<file path="src/rtl/dsc_pkg.sv">
package dsc_pkg;
   function automatic int unsigned cnt_width(input int unsigned limit);
      return (limit < 2) ? 1 : $clog2(limit);
   endfunction

   function automatic int unsigned max2(input int unsigned a, input int unsigned b);
      return (a > b) ? a : b;
   endfunction
endpackage

</file>
<file path="src/rtl/speed_qualifier.sv">
module speed_qualifier #(
   parameter int unsigned SLOW_HOLD = 195,
   parameter int unsigned FAST_HOLD = 6
) (
   input  logic clk,
   input  logic rst_n,
   input  logic run_en,
   input  logic speed_sel,
   output logic req_fast
);
   import dsc_pkg::*;
   localparam int unsigned QW = cnt_width(max2(SLOW_HOLD, FAST_HOLD) + 1);

   if (SLOW_HOLD < 1 || FAST_HOLD < 1) begin : g_bad_hold
      $error("speed_qualifier: hold counts must be at least 1");
   end

   logic [QW-1:0] run_q;
   logic          req_q;
   logic [QW-1:0] need;

   assign need = speed_sel ? QW'(FAST_HOLD - 1) : QW'(SLOW_HOLD - 1);

   always_ff @(posedge clk or negedge rst_n) begin
      if (!rst_n) begin
         run_q <= '0;
         req_q <= 1'b1;
      end else if (run_en) begin
         if (speed_sel == req_q) begin
            run_q <= '0;
         end else if (run_q == need) begin
            req_q <= speed_sel;
            run_q <= '0;
         end else begin
            run_q <= run_q + 1'b1;
         end
      end
   end

   assign req_fast = req_q;

   // the accepted request always matches the level just sampled
   p_req_matches_input_r7: assert property (@(posedge clk) disable iff (!rst_n)
      !$stable(req_q) |-> (req_q == $past(speed_sel)));

   // the run counter never passes the longer hold
   p_run_bound_r6: assert property (@(posedge clk) disable iff (!rst_n)
      run_q < QW'(max2(SLOW_HOLD, FAST_HOLD)));

   // frozen filter keeps its progress
   p_filter_frozen_r9: assert property (@(posedge clk) disable iff (!rst_n)
      !run_en |=> ($stable(run_q) && $stable(req_q)));
endmodule

</file>
<file path="src/rtl/phase_divider.sv">
module phase_divider #(
   parameter int unsigned FAST_DIV = 3,
   parameter int unsigned SLOW_DIV = 768
) (
   input  logic clk,
   input  logic rst_n,
   input  logic run_en,
   input  logic req_fast,
   output logic cpu_clk,
   output logic half_rise,
   output logic mode_fast
);
   import dsc_pkg::*;
   localparam int unsigned CW       = cnt_width(max2(FAST_DIV, SLOW_DIV)) + 1;
   localparam int unsigned FAST_HI  = FAST_DIV / 3;
   localparam int unsigned SLOW_HI  = SLOW_DIV / 3;
   localparam int unsigned FAST_LEN = FAST_DIV / 2;
   localparam int unsigned SLOW_LEN = SLOW_DIV / 2;

   if (FAST_DIV < 3 || (FAST_DIV % 3) != 0 || (SLOW_DIV % 3) != 0 || SLOW_DIV < FAST_DIV)
   begin : g_bad_div
      $error("phase_divider: divide ratios must be multiples of 3, slow >= fast");
   end

   logic [CW-1:0] ph_q, ph_d;
   logic          mode_q, mode_d;
   logic          cpu_q, cpu_d;
   logic          rise_q, rise_d;
   logic          last;
   logic [CW-1:0] hi_d, len_d;

   assign last = (ph_q == (mode_q ? CW'(FAST_DIV - 1) : CW'(SLOW_DIV - 1)));

   always_comb begin
      if (last) begin
         ph_d   = '0;
         mode_d = req_fast;
      end else begin
         ph_d   = ph_q + 1'b1;
         mode_d = mode_q;
      end
      hi_d   = mode_d ? CW'(FAST_HI)  : CW'(SLOW_HI);
      len_d  = mode_d ? CW'(FAST_LEN) : CW'(SLOW_LEN);
      cpu_d  = (ph_d < hi_d);
      rise_d = (ph_d >= hi_d) && (ph_d < hi_d + len_d);
   end

   always_ff @(posedge clk or negedge rst_n) begin
      if (!rst_n) begin
         ph_q   <= CW'(FAST_DIV - 1);
         mode_q <= 1'b1;
         cpu_q  <= 1'b0;
         rise_q <= 1'b0;
      end else if (run_en) begin
         ph_q   <= ph_d;
         mode_q <= mode_d;
         cpu_q  <= cpu_d;
         rise_q <= rise_d;
      end
   end

   assign cpu_clk   = cpu_q;
   assign half_rise = rise_q;
   assign mode_fast = mode_q;

   // fast mode high phase lasts a single source cycle
   p_fast_single_high_r2: assert property (@(posedge clk) disable iff (!rst_n)
      (run_en && mode_q && cpu_q) |=> !cpu_q);

   // phase counter stays inside the current period
   p_phase_range_r3: assert property (@(posedge clk) disable iff (!rst_n)
      ph_q < (mode_q ? CW'(FAST_DIV) : CW'(SLOW_DIV)));

   // mode only changes where a new period begins
   p_mode_at_period_start_r8: assert property (@(posedge clk) disable iff (!rst_n)
      !$stable(mode_q) |-> (ph_q == '0));
endmodule

</file>
<file path="src/rtl/half_duty_gen.sv">
module half_duty_gen #(
   parameter bit FAST_ODD = 1'b1,
   parameter bit SLOW_ODD = 1'b0
) (
   input  logic clk,
   input  logic rst_n,
   input  logic mode_fast,
   input  logic half_rise,
   output logic half_clk
);
   if (FAST_ODD || SLOW_ODD) begin : g_odd
      logic tail_q;
      always_ff @(negedge clk or negedge rst_n) begin
         if (!rst_n) tail_q <= 1'b0;
         else        tail_q <= half_rise & (mode_fast ? FAST_ODD : SLOW_ODD);
      end
      assign half_clk = half_rise | tail_q;

      // the tail only extends a high phase, it never starts one
      p_tail_follows_r4: assert property (@(negedge clk) disable iff (!rst_n)
         tail_q |-> $past(half_rise));
   end else begin : g_even
      assign half_clk = half_rise;
   end
endmodule

</file>
<file path="src/rtl/per_divider.sv">
module per_divider #(
   parameter int unsigned PER_DIV = 6
) (
   input  logic clk,
   input  logic rst_n,
   input  logic run_en,
   output logic per_clk
);
   import dsc_pkg::*;
   localparam int unsigned PW   = cnt_width(PER_DIV) + 1;
   localparam int unsigned HALF = PER_DIV / 2;

   if (PER_DIV < 2 || (PER_DIV % 2) != 0) begin : g_bad_per
      $error("per_divider: ratio must be even and at least 2");
   end

   logic [PW-1:0] pc_q, pc_d;
   logic          per_q;

   assign pc_d = (pc_q == PW'(PER_DIV - 1)) ? '0 : pc_q + 1'b1;

   always_ff @(posedge clk or negedge rst_n) begin
      if (!rst_n) begin
         pc_q  <= PW'(PER_DIV - 1);
         per_q <= 1'b0;
      end else if (run_en) begin
         pc_q  <= pc_d;
         per_q <= (pc_d < PW'(HALF));
      end
   end

   assign per_clk = per_q;

   // counter never leaves its range
   p_per_range_r5: assert property (@(posedge clk) disable iff (!rst_n)
      pc_q < PW'(PER_DIV));
endmodule

</file>
<file path="src/rtl/dual_speed_clkdiv.sv">
module dual_speed_clkdiv #(
   parameter int unsigned FAST_DIV  = 3,
   parameter int unsigned SLOW_DIV  = 768,
   parameter int unsigned PER_DIV   = 6,
   parameter int unsigned SLOW_HOLD = 195,
   parameter int unsigned FAST_HOLD = 6
) (
   input  logic clk_src,
   input  logic rst_n,
   input  logic speed_sel,
   input  logic run_en,
   output logic cpu_clk,
   output logic half_clk,
   output logic per_clk,
   output logic mode_fast
);
   localparam bit FAST_ODD = (FAST_DIV % 2) != 0;
   localparam bit SLOW_ODD = (SLOW_DIV % 2) != 0;

   logic req_fast;
   logic half_rise;

   speed_qualifier #(.SLOW_HOLD(SLOW_HOLD), .FAST_HOLD(FAST_HOLD)) u_qual (
      .clk(clk_src), .rst_n(rst_n), .run_en(run_en),
      .speed_sel(speed_sel), .req_fast(req_fast));

   phase_divider #(.FAST_DIV(FAST_DIV), .SLOW_DIV(SLOW_DIV)) u_phase (
      .clk(clk_src), .rst_n(rst_n), .run_en(run_en), .req_fast(req_fast),
      .cpu_clk(cpu_clk), .half_rise(half_rise), .mode_fast(mode_fast));

   half_duty_gen #(.FAST_ODD(FAST_ODD), .SLOW_ODD(SLOW_ODD)) u_half (
      .clk(clk_src), .rst_n(rst_n), .mode_fast(mode_fast),
      .half_rise(half_rise), .half_clk(half_clk));

   per_divider #(.PER_DIV(PER_DIV)) u_per (
      .clk(clk_src), .rst_n(rst_n), .run_en(run_en), .per_clk(per_clk));

   // 50% clock starts on the processor clock's falling edge
   p_half_at_cpu_fall_r4: assert property (@(posedge clk_src) disable iff (!rst_n)
      $rose(half_rise) |-> $fell(cpu_clk));

   // a mode change coincides with the start of a processor period
   p_switch_on_rise_r8: assert property (@(posedge clk_src) disable iff (!rst_n)
      !$stable(mode_fast) |-> $rose(cpu_clk));

   // a frozen edge keeps every registered output
   p_freeze_hold_r9: assert property (@(posedge clk_src) disable iff (!rst_n)
      !run_en |=> ($stable(cpu_clk) && $stable(per_clk) && $stable(mode_fast)));
endmodule

</file>
<file path="config.mk">
export PLATFORM = sky130hd
export DESIGN_NAME = dual_speed_clkdiv
export DESIGN_NICKNAME = d
export VERILOG_FILES = /design/src/rtl/dsc_pkg.sv /design/src/rtl/speed_qualifier.sv /design/src/rtl/phase_divider.sv /design/src/rtl/half_duty_gen.sv /design/src/rtl/per_divider.sv /design/src/rtl/dual_speed_clkdiv.sv
export SDC_FILE = /design/constraint.sdc
export NUM_CORES = 1
export LEC_CHECK = 0
export ABC_AREA = 1
export BUFFER_PORTS_ARGS = -buffer_cell sky130_fd_sc_hd__buf_4
export CORE_UTILIZATION = 61
export DETAILED_ROUTE_END_ITERATION = 12
export HOLD_SLACK_MARGIN = 0.15
export PLACE_DENSITY = 0.79
export SYNTH_ARGS = -nofsm -noshare
export SYNTH_HDL_FRONTEND = slang
export SYNTH_SLANG_ARGS = --single-unit
</file>
<file path="constraint.sdc">
create_clock -name clk_src -period 3.3 [get_ports clk_src]
set_input_delay 0.33 -clock clk_src [delete_from_list [all_inputs] [get_ports clk_src]]
set_output_delay 0.33 -clock clk_src [all_outputs]
set_load 0.02 [all_outputs]
</file>
# After elaboration in Yosys (flattened, before gate mapping)
# Cells that the tools add are included.
# op_classes
eq_ne,4
reduce_logical,2
n_bitwise,3
magnitude_cmp,4
n_mux,10
add_sub_neg,4
# op_table
operator,count
8-bit two-way mux,3
11-bit less-than comparator,2
9-bit two-way mux,2
11-bit by 1-bit adder with 11-bit output (second input constant),1
11-bit adder,1
11-bit equality test,1
11-bit greater-or-equal comparator,1
11-bit two-way mux,1
10-bit two-way mux,1
8-bit by 1-bit adder with 8-bit output (second input constant),1
8-bit equality test,1
4-bit by 1-bit adder with 4-bit output (second input constant),1
4-bit by 3-bit equality test with 1-bit output (second input constant),1
4-bit by 2-bit less-than comparator with 1-bit output (second input constant),1
4-bit two-way mux,1
3-bit AND reduction,1
1-bit two-way mux,2
1-bit bitwise AND,1
1-bit equality test,1
1-bit logical AND,1
1-bit NOT,1
1-bit OR,1
# totals
out_inout_bits,4
input_bits,4
reg_bits,29

# Longest topological paths before layout
# Gate-level depths: netlist of run 1.
# depth
word_depth,7
depth_mapped,17
ltp_nobuf,16

# Hierarchy
# From an unflattened synthesis of run 1, not the netlist that was laid out.
# hier_totals
hier_cells,293
hier_area_um2,2034.5
# by_module_without_submodules
mod,area_each_um2,cells_each,n_inst
phase_divider,1122.3,162,1
speed_qualifier,615.6,92,1
per_divider,252.7,33,1
half_duty_gen,43.8,6,1

==> qor.yml, run 1 <==
outcome: "finished, violations left"
violations: "design-rule violations"
grt_first_pass_wirelength_um: 6290
worst_setup_path_start_kind: "register"
clock_skew_ns: 0.0107
synth_largest_type_area_fraction: 0.307
drt_first_pass_iters: 8
yosys-top-cells-area: "sky130_fd_sc_hd__dfrtp_1 31%, sky130_fd_sc_hd__nand2_1 13%, sky130_fd_sc_hd__inv_1 7.6%, sky130_fd_sc_hd__dfstp_2 7.0%, sky130_fd_sc_hd__nor2_1 5.4%"
placedCellCount: 292
cts_tree: "yes"
holdCritPathClass: "input port to register"
cts.clk_slew.worst_paths_ns: 0.09
fillCellCount: 237
grt_use_total: 0.254
first_global_vias: 1419
grt_max_degree: 31
post_drt_via_cell_ratio: 5.32
worstReg2RegStart: "u_phase.mode_fast"
ctsLongestPathBuffers: 2
dpl-instance-area_sq_um: 1950
final.setup.tns_ns: 0
worst_ep_arrival_time_ns: 2.73
layout.cell_area.non_filler_sq_um: 2040
crit_path_from: "u_half.g_odd.tail_q"
maxCapViolations: 0
power.density_nw_per_um2: 733
finalHoldViolations: 0
port-buffer-count: 7
synth-edff-count: 0
synthesis.area_per_instance_sq_um: 7.23
syn-num-nets: 270
critical_path_peak_fanout: 1
nNetsFinal: 280
yosys.area.top_type: "sky130_fd_sc_hd__dfrtp_1"
yosysWarningCount: 0
synth_seq_cells: 29
power.static_leakage_uw: 0.00101
drt.antenna.violating_nets: 0
critPathCaptureType: "primary output"
hold-path-cell-count: 2
clock_sinks: 29
synth_async_sr_flop_share: 1.00
die_ht_um: 57.4
cts-resized-gates: 0
path_cells: "or2_2 -> buf_4"
final_critical_path_setup_slack_ns: 0.240
pre_cts_slack_ns: 0.599
num_vias: 1601
synth_seq_area_share: 0.391
initial_utilization: 0.662
post_synth_inst_count: 259
post_synth_num_cell_types: 31
dieWidth_um: 57.4
syn2layout_area_growth_pct: 9.02
detail_route.wirelength_um: 3710
antenna_cells: 0
cts.hold.buffers_added: 1
cts-htree-levels: 2
crit_path_max_incr_delay_ns: 0.33
drt_drc_violations_left: 1
setup_viol: 0
globalplace.congestion: 0.861
grt-ovfl-total: 0
wl_cell_um: 12.3
rr_worst_depth: 15
synth.cell_area_sq_um: 1870
floorplan.core_area_sq_um: 2830
required_time_worst_endpoint_ns: 2.97
rows: 19
initialDrtViolationCount: 84
peakVddDrop_mv: 0.571
clock_latency_ns: 0.33
cts_root_buffer: "sky130_fd_sc_hd__clkbuf_4"
post_layout_instance_count_excluding_filler_cells: 301
worst-setup-path-type: "register to primary output"
slowest_stage: "sky130_fd_sc_hd__dfrtn_1"
hold_path.startpoint: "run_en"
ioPinCount: 8
ff2ff_setup_slack_ns: 0.70
unrepaired_setup_endpoints_after_global_routing: "no"
cts_setup_buffers: 0
tightest_slew_ns: 0.808
yosys_most_used_dff: "sky130_fd_sc_hd__dfrtp_1"
drv_slew: 0
slew_limit_headroom: 0.461
layout-drive-gt1-share: 0.126
place_hpwl_um: 2680
cts_inserted_buffers: 5
die_area_sq_um: 3290
initial_antenna_violation_count: 0
[layout make-up]
cell class                      count  area (sq um)  area share
Inverter                           40           150      0.0736
Clock inverter                      1          30.0      0.0147
Tap cell                           31          38.8      0.0190
Clock buffer                        7          55.1      0.0270
Sequential cell                    29           732       0.359
Multi-Input combinational cell    184           965       0.473
Timing Repair Buffer                9          70.1      0.0343
[cell families after synthesis]
group,synth area share
and+or+nand+nor,0.305
buffers and inverters,0.0936
AOI/OAI and AO/OA,0.106
DFF,0.391
xor gates and xnor gates,0.0515
adders and majority gates,0.0468
muxes,0.00535
[critical path, delay by kind of cell, from the launching register on]
family | cells | cell delay (ns)
AND/OR/NAND/NOR | 1 | 0.27
buffers and inverters | 1 | 0.16
flip-flops | 1 | 0.33
[metal layers]
metal  share of wire  vias up  track usage
li1                -      841            -
met1            0.50      705        0.364
met2            0.42       48        0.367
met3           0.068        7       0.0816
met4           0.013        0       0.0767
met5               0        -            0
[flip-flops by register name (all words and copies together), names as in the netlist]
signal	cells
u_phase.mode_fast	1
u_qual.req_fast	1
u_per.pc_q	4
u_per.per_clk	1
u_phase.cpu_clk	1
u_phase.ph_q	11
u_qual.run_q	8
u_phase.half_rise	1
u_half.g_odd.tail_q	1
[synth_stat cells, types with 3 or more instances]
cell type and n:
sky130_fd_sc_hd__a21oi_1 5, sky130_fd_sc_hd__clkbuf_1 4, sky130_fd_sc_hd__dfrtp_1 23, sky130_fd_sc_hd__dfstp_2 5, sky130_fd_sc_hd__ha_1 7, sky130_fd_sc_hd__inv_1 38
sky130_fd_sc_hd__nand2_1 64, sky130_fd_sc_hd__nand2_2 3, sky130_fd_sc_hd__nand3_1 16, sky130_fd_sc_hd__nor2_1 27, sky130_fd_sc_hd__nor2_2 4, sky130_fd_sc_hd__nor3_1 6
sky130_fd_sc_hd__o21a_1 4, sky130_fd_sc_hd__o21ai_0 20, sky130_fd_sc_hd__o21ai_1 3, sky130_fd_sc_hd__xor2_1 11
[metrics by stage]
stage          utilization  total power [uW]  hold slack [ns]
2_1_floorplan            -              1030           0.0344
3_5_place_dp         0.688              1190            0.403
3_3_place_gp         0.688              1180            0.402
4_1_cts              0.721              1500            0.265
5_1_grt              0.721              1620            0.289
6_report             0.721              1500            0.279
[power by group]
group | internal, uW | switching [uW] | leakage [uW]
clock network | 181 | 125 | 0.0000455
registers | 472 | 123 | 0.000368
logic | 235 | 360 | 0.000596
total | 888 | 607 | 0.00101
[final timing paths]
path / to
hold reg to reg: u_phase.cpu_clk
setup / recovery: half_clk
setup reg to reg: u_phase.half_rise
min in group asynchronous: u_qual.run_q[7]
max in group asynchronous: u_half.g_odd.tail_q
hold / removal: u_per.pc_q[0]
[cell usage in the layout (no fill, tap or decap), drive strengths merged, types with 2 or more instances in the layout]
cell	Yosys	layout
ha	7	7
nor3	7	7
a21oi	5	5
dfstp	5	5
o21a	4	4
nand3	18	18
o21ai	23	23
or2	3	3
nand4	2	2
clkbuf	4	7
inv	40	40
dfrtp	23	23
nand2	67	67
buf	2	8
nor2	31	31
xor2	11	11
Power figures use the tool's default switching activity.
==> run 2: changes to the inputs <==
--- a/config.mk
+++ b/config.mk
@@ -10,7 +10,7 @@
 export CORE_UTILIZATION = 61
 export DETAILED_ROUTE_END_ITERATION = 12
 export HOLD_SLACK_MARGIN = 0.15
-export PLACE_DENSITY = 0.79
+export PLACE_DENSITY_LB_ADDON = 0.25
 export SYNTH_ARGS = -nofsm -noshare
 export SYNTH_HDL_FRONTEND = slang
 export SYNTH_SLANG_ARGS = --single-unit
==> constraint.sdc (replaced) <==
create_clock -name clk_src -period 3.3 [get_ports clk_src]
set_input_delay 0.33 -clock clk_src [delete_from_list [all_inputs] [get_ports clk_src]]
set_output_delay 0.33 -clock clk_src [all_outputs]
set_load 0.05 [all_outputs]
==> run 2 against run 1 <==
The run still ends with design-rule violations left. Hold slack better by 0.00063 ns. Non-clock buffer count did not move. First-iteration DRC count decreased by 25%. Global-route usage is 0.89 points higher. Die area is the same. Total power is 1.0% lower. Largest cell class unchanged.
==> qor.yml, run 2 (same netlist as run 1, synthesis figures left out) <==
outcome: "finished, violations left"
violations: "design-rule violations"
dieWidth_um: 57.4  # unchanged
initial_antenna_violation_count: 0  # unchanged
clock_sinks: 29  # unchanged
worstReg2RegStart: "u_phase.mode_fast"
multi_input_comb_area_sq_um: 965  # unchanged
cts_tree: "yes"
regMostFlops: "u_phase.ph_q"
worst-setup-path-type: "register to primary output"
post_layout_instance_count_excluding_filler_cells: 301  # unchanged
required_time_worst_endpoint_ns: 2.97  # about the same
port-buffer-count: 7  # unchanged
critPathCapture: "half_clk"
routedLengthMet1_um: 1910  # +3.3%
layout_commonest_cell: "sky130_fd_sc_hd__nand2_1"
post-route-util: 0.714  # -0.00708
top_signal_layer_used: "met4"
path_cells: "or2_2 -> buf_4"
layout-drive-gt1-share: 0.130  # +0.00370
die_area_sq_um: 3290  # unchanged
peakVddDrop_mv: 0.472  # -17%
ctsLongestPathBuffers: 2  # unchanged
syn2layout_area_growth_pct: 7.95
area.sequential_sq_um: 732  # unchanged
critPathCaptureType: "primary output"
dr_wl_met3_um: 188  # -25%
cts-htree-levels: 2  # unchanged
final.setup.tns_ns: 0  # unchanged
fillCellCount: 249  # +5.1%
num_vias: 1608  # +0.44%
slew_limit_headroom: 0.476  # +0.0150
critical_path_peak_fanout: 1  # unchanged
finalHoldViolations: 0  # unchanged
maxCapViolations: 0  # unchanged
worst_ep_arrival_time_ns: 2.76  # +0.03 ns
met2_wire_length_um: 1600  # +3.0%
slowest_stage: "sky130_fd_sc_hd__dfrtn_1"
setup_viol: 0  # unchanged
rr_endpoint: "u_phase.half_rise"
globalplace.congestion: 0.918  # +6.6%
detail_route.wirelength_um: 3770  # +1.6%
unrepaired_setup_endpoints_after_global_routing: "no"
grt_use_total: 0.263  # +0.00892
clock_latency_ns: 0.34  # about the same
initialDrtViolationCount: 63  # -25%
nNetsFinal: 280  # unchanged
rows: 19  # unchanged
post_drt_via_cell_ratio: 5.34  # +0.44%
cts_setup_buffers: 0  # unchanged
drt_first_pass_iters: 8  # unchanged
tightest_slew_ns: 0.785  # -0.0225 ns
clock_skew_ns: 0.0160  # +0.00536 ns
drt_drc_violations_left: 1  # unchanged
antenna_cells: 0  # unchanged
wl_cell_um: 12.5  # +1.6%
cts.clk_slew.worst_paths_ns: 0.10  # about the same
place_hpwl_um: 2710  # +1.1%
power.static_leakage_uw: 0.00100  # -0.72%
largest_register_ffs: 11  # unchanged
grt_max_degree: 31  # unchanged
initial_utilization: 0.662  # unchanged
drv_slew: 0  # unchanged
final_critical_path_setup_slack_ns: 0.211  # -0.0286 ns
holdCritPathClass: "input port to register"
die_ht_um: 57.4  # unchanged
cts-resized-gates: 0  # unchanged
grt-ovfl-total: 0  # unchanged
crit_path_max_incr_delay_ns: 0.33  # about the same
floorplan.core_area_sq_um: 2830  # unchanged
final_cell_mix: "64 x sky130_fd_sc_hd__nand2_1, 38 x sky130_fd_sc_hd__inv_1, 27 x sky130_fd_sc_hd__nor2_1, 23 x sky130_fd_sc_hd__dfrtp_1, 20 x sky130_fd_sc_hd__o21ai_0"
placedCellCount: 292  # unchanged
rr_worst_depth: 15  # unchanged
pre_cts_slack_ns: 0.566  # -0.0321 ns
worst_setup_path_start_kind: "register"
ioPinCount: 8  # unchanged
cts_inserted_buffers: 5  # unchanged
ff2ff_setup_slack_ns: 0.69  # about the same
cts_root_buffer: "sky130_fd_sc_hd__clkbuf_4"
drt.antenna.violating_nets: 0  # unchanged
power.density_nw_per_um2: 733  # about the same
first_global_vias: 1439  # +1.4%
crit_path_from: "u_half.g_odd.tail_q"
grt_first_pass_wirelength_um: 6510  # +3.4%
layout_top_registers: "u_phase.ph_q x11, u_qual.run_q x8, u_per.pc_q x4"
## run 2: metal layers
| metal | vias up | global-route usage |
|---|---|---|
| li1 | 836 | - |
| met1 | 729 | 0.387 |
| met2 | 35 | 0.379 |
| met3 | 8 | 0.0612 |
| met4 | 0 | 0.0941 |
| met5 | - | 0 |
## run 2: area by class of cell
cell class,count,share of cell area
multi-input cells,184,0.477
flip-flops and latches,29,0.362
inverters,40,0.0743
repair buffers,9,0.0347
clock buffers,6,0.0254
well taps,31,0.0192
clock inverters,2,0.00681
## run 2: what timing repair did
action,in CTS,in global routing
hold endpoints to repair,23,0
endpoints found under the setup margin,0,0
hold buffers,1,0
## run 2: worst min path at each step
stage                start                 to  slack (ns)  cells after the start
floorplan            rst_n      u_per.pc_q[1]        0.03                      0
global placement     rst_n    u_qual.run_q[7]        0.40                      2
detailed placement   rst_n    u_qual.run_q[6]        0.41                      2
CTS                 run_en  u_phase.mode_fast        0.26                      2
global route        run_en  u_phase.mode_fast        0.26                      2
finish              run_en  u_phase.mode_fast        0.28                      2
## run 2: power by group
group / switching, uW / internal, uW / total, uW
Clock: 134 / 104 / 237
Combinational: 410 / 236 / 646
Sequential: 125 / 472 / 597
## run 2: worst max-delay path: cells and delay by family, from the launching register on
kind / cells / cell delay [ns]
buffers and inverters: 1 / 0.19
flip-flops: 1 / 0.33
AND/OR/NAND/NOR: 1 / 0.27
## run 2: through the flow
| stage | hold WS (ns) | total power (uW) | instance area, sq um |
|---|---|---|---|
| finish | 0.280 | 1480 | 2020 |
| global placement | 0.404 | 1220 | 1950 |
| detailed placement | 0.409 | 1240 | 1950 |
| global route | 0.264 | 1590 | 2020 |
| floorplan | 0.0344 | 1080 | 1870 |
| CTS | 0.263 | 1480 | 2020 |
==> run 3: changes to the inputs <==
--- a/config.mk
+++ b/config.mk
@@ -7,8 +7,11 @@
 export LEC_CHECK = 0
 export ABC_AREA = 1
 export BUFFER_PORTS_ARGS = -buffer_cell sky130_fd_sc_hd__buf_4
+export CAP_MARGIN = 20
 export CORE_UTILIZATION = 61
+export CTS_BUF_LIST = sky130_fd_sc_hd__clkbuf_8 sky130_fd_sc_hd__clkbuf_16
 export DETAILED_ROUTE_END_ITERATION = 12
+export GPL_ROUTABILITY_DRIVEN = 0
 export HOLD_SLACK_MARGIN = 0.15
 export PLACE_DENSITY_LB_ADDON = 0.25
 export SYNTH_ARGS = -nofsm -noshare
==> run 3 against run 2 <==
Largest cell class unchanged. Wire length shrank 0.53%. Count of clock-buffer cells in the layout did not move. Sequential power about the same. Critical path depth did not move. The flow still finishes with violations (design-rule violations). First-iteration DRC count increased by 30%. Final area increased by 1.5%. Non-clock buffer count unchanged. Critical endpoint unchanged. Die area unchanged. Utilization rose by 1.1 points. Worst setup slack better by 0.036 ns.
==> qor.yml, run 3 (same netlist as run 1, synthesis figures left out) <==
detail_route.wirelength_um: 3750  # -0.53%
dpl-instance-area_sq_um: 1950  # unchanged
path_cells: "or2_2 -> buf_4"
placedCellCount: 292  # unchanged
ioPinCount: 8  # unchanged
regMostFlops: "u_phase.ph_q"
die_ht_um: 57.4  # unchanged
finalHoldViolations: 0  # unchanged
initial_antenna_violation_count: 0  # unchanged
floorplan.core_area_sq_um: 2830  # unchanged
worst-setup-path-type: "register to primary output"
netSwitchingPower_uw: 678  # +1.4%
post_drt_via_cell_ratio: 5.32  # -0.44%
cts_root_buffer: "sky130_fd_sc_hd__clkbuf_8"
setup_viol: 0  # unchanged
grt-ovfl-total: 0  # unchanged
holdCritPathClass: "input port to register"
switching_share: 0.436  # -0.0157
cts_tree: "yes"
layout_commonest_cell: "sky130_fd_sc_hd__nand2_1"
wl_cell_um: 12.4  # -0.53%
largest_register_ffs: 11  # unchanged
seq_power_share: 0.384  # -0.019
power.density_nw_per_um2: 758  # +3.5%
power.internal_uw: 878  # +8.1%
nNetsFinal: 280  # unchanged
grt_first_pass_wirelength_um: 6490  # -0.22%
first_global_vias: 1419  # -1.4%
cts_inserted_buffers: 5  # unchanged
power.share.combinational: 0.416  # -0.020
drt.antenna.violating_nets: 0  # unchanged
worst_ep_arrival_time_ns: 2.72  # -0.04 ns
syn2layout_area_growth_pct: 9.63
final_cell_mix: "64 x sky130_fd_sc_hd__nand2_1, 38 x sky130_fd_sc_hd__inv_1, 27 x sky130_fd_sc_hd__nor2_1, 23 x sky130_fd_sc_hd__dfrtp_1, 20 x sky130_fd_sc_hd__o21ai_0"
critPathCaptureType: "primary output"
slew_limit_headroom: 0.450  # -0.0257
grt_use_total: 0.265  # +0.00145
cts-resized-gates: 0  # unchanged
peakVddDrop_mv: 0.524  # +11%
unrepaired_setup_endpoints_after_global_routing: "no"
clock_sinks: 29  # unchanged
cts-htree-levels: 2  # unchanged
num_vias: 1601  # -0.44%
outcome: "finished, violations left"
drt_drc_violations_left: 1  # unchanged
layout_top_registers: "u_phase.ph_q x11, u_qual.run_q x8, u_per.pc_q x4"
power.clock.fraction: 0.199  # +0.039
maxCapViolations: 0  # unchanged
final.setup.tns_ns: 0  # unchanged
die_area_sq_um: 3290  # unchanged
layout.cell_area.non_filler_sq_um: 2050  # +1.5%
initial_utilization: 0.662  # unchanged
place_hpwl_um: 2710  # unchanged
antenna_cells: 0  # unchanged
slowest_stage: "sky130_fd_sc_hd__dfrtn_1"
tightest_slew_ns: 0.824  # +0.0385 ns
ctsLongestPathBuffers: 2  # unchanged
crit_path_max_incr_delay_ns: 0.32  # about the same
initialDrtViolationCount: 82  # +30%
grt_max_degree: 31  # unchanged
required_time_worst_endpoint_ns: 2.97  # about the same
drt_first_pass_iters: 8  # unchanged
violations: "design-rule violations"
cts.hold.buffers_added: 1  # unchanged
dieWidth_um: 57.4  # unchanged
rows: 19  # unchanged
cts_setup_buffers: 0  # unchanged
port-buffer-count: 7  # unchanged
post_layout_instance_count_excluding_filler_cells: 301  # unchanged
clock_latency_ns: 0.29  # -0.05 ns
critical_path_peak_fanout: 1  # unchanged
power.static_leakage_uw: 0.00101  # +1.3%
worst_setup_path_start_kind: "register"
holdWs_ns: 0.334  # +0.0543 ns
cts.clk_slew.worst_paths_ns: 0.06  # -0.04 ns
drv_slew: 0  # unchanged
clock_skew_ns: 0.00745  # -0.00857 ns
layout-drive-gt1-share: 0.130  # unchanged
==> run 3: layout make-up <==
type	instances	area, sq um
Multi-Input combinational cell	184	965
Fill cell	243	777
Sequential cell	29	732
Inverter	40	150
Clock buffer	6	82.6
Timing Repair Buffer	9	70.1
Tap cell	31	38.8
Clock inverter	2	13.8
==> run 3: per-layer routing <==
| layer | vias up | global-route usage | wire, um |
|---|---|---|---|
| met2 | 34 | 0.367 | 1590 |
| met3 | 8 | 0.0680 | 164 |
| met1 | 721 | 0.397 | 1930 |
| met4 | 0 | 0.0941 | 55 |
| met5 | - | 0 | 0 |
| li1 | 838 | - | - |
==> run 3: metrics by stage <==
stage / total power (uW) / utilization / setup WS, ns
2_1_floorplan: 1080 / - / 0.627
6_report: 1560 / 0.725 / 0.247
5_1_grt: 1670 / 0.725 / 0.216
3_5_place_dp: 1240 / 0.688 / 0.566
4_1_cts: 1560 / 0.725 / 0.250
3_3_place_gp: 1220 / 0.688 / 0.560
==> run 3: path summary, 6_finish.rpt <==
path	start	endpoint	slack, ns	depth (start not counted)
min in group asynchronous	rst_n	u_qual.run_q[6]	0.63	3
max	u_half.g_odd.tail_q	half_clk	0.25	2
max in group asynchronous	rst_n	u_half.g_odd.tail_q	1.26	2
min	run_en	u_phase.mode_fast	0.33	2
min reg2reg	u_phase.cpu_clk	u_phase.cpu_clk	0.49	2
max reg2reg	u_phase.mode_fast	u_phase.half_rise	0.75	15
==> run 3: worst max-delay path, delay by kind of cell (launching register included) <==
kind,cells,cell delay (ns)
buffers and inverters,1,0.19
flip-flops,1,0.32
AND/OR/NAND/NOR,1,0.27
==> run 3: power groups by stage <==
stage               sequential (uW)  combinational (uW)  clock [uW]
floorplan                       612                 472           0
global placement                597                 626           0
detailed placement              599                 641           0
CTS                             595                 647         314
global route                    614                 726         334
finish                          598                 648         310
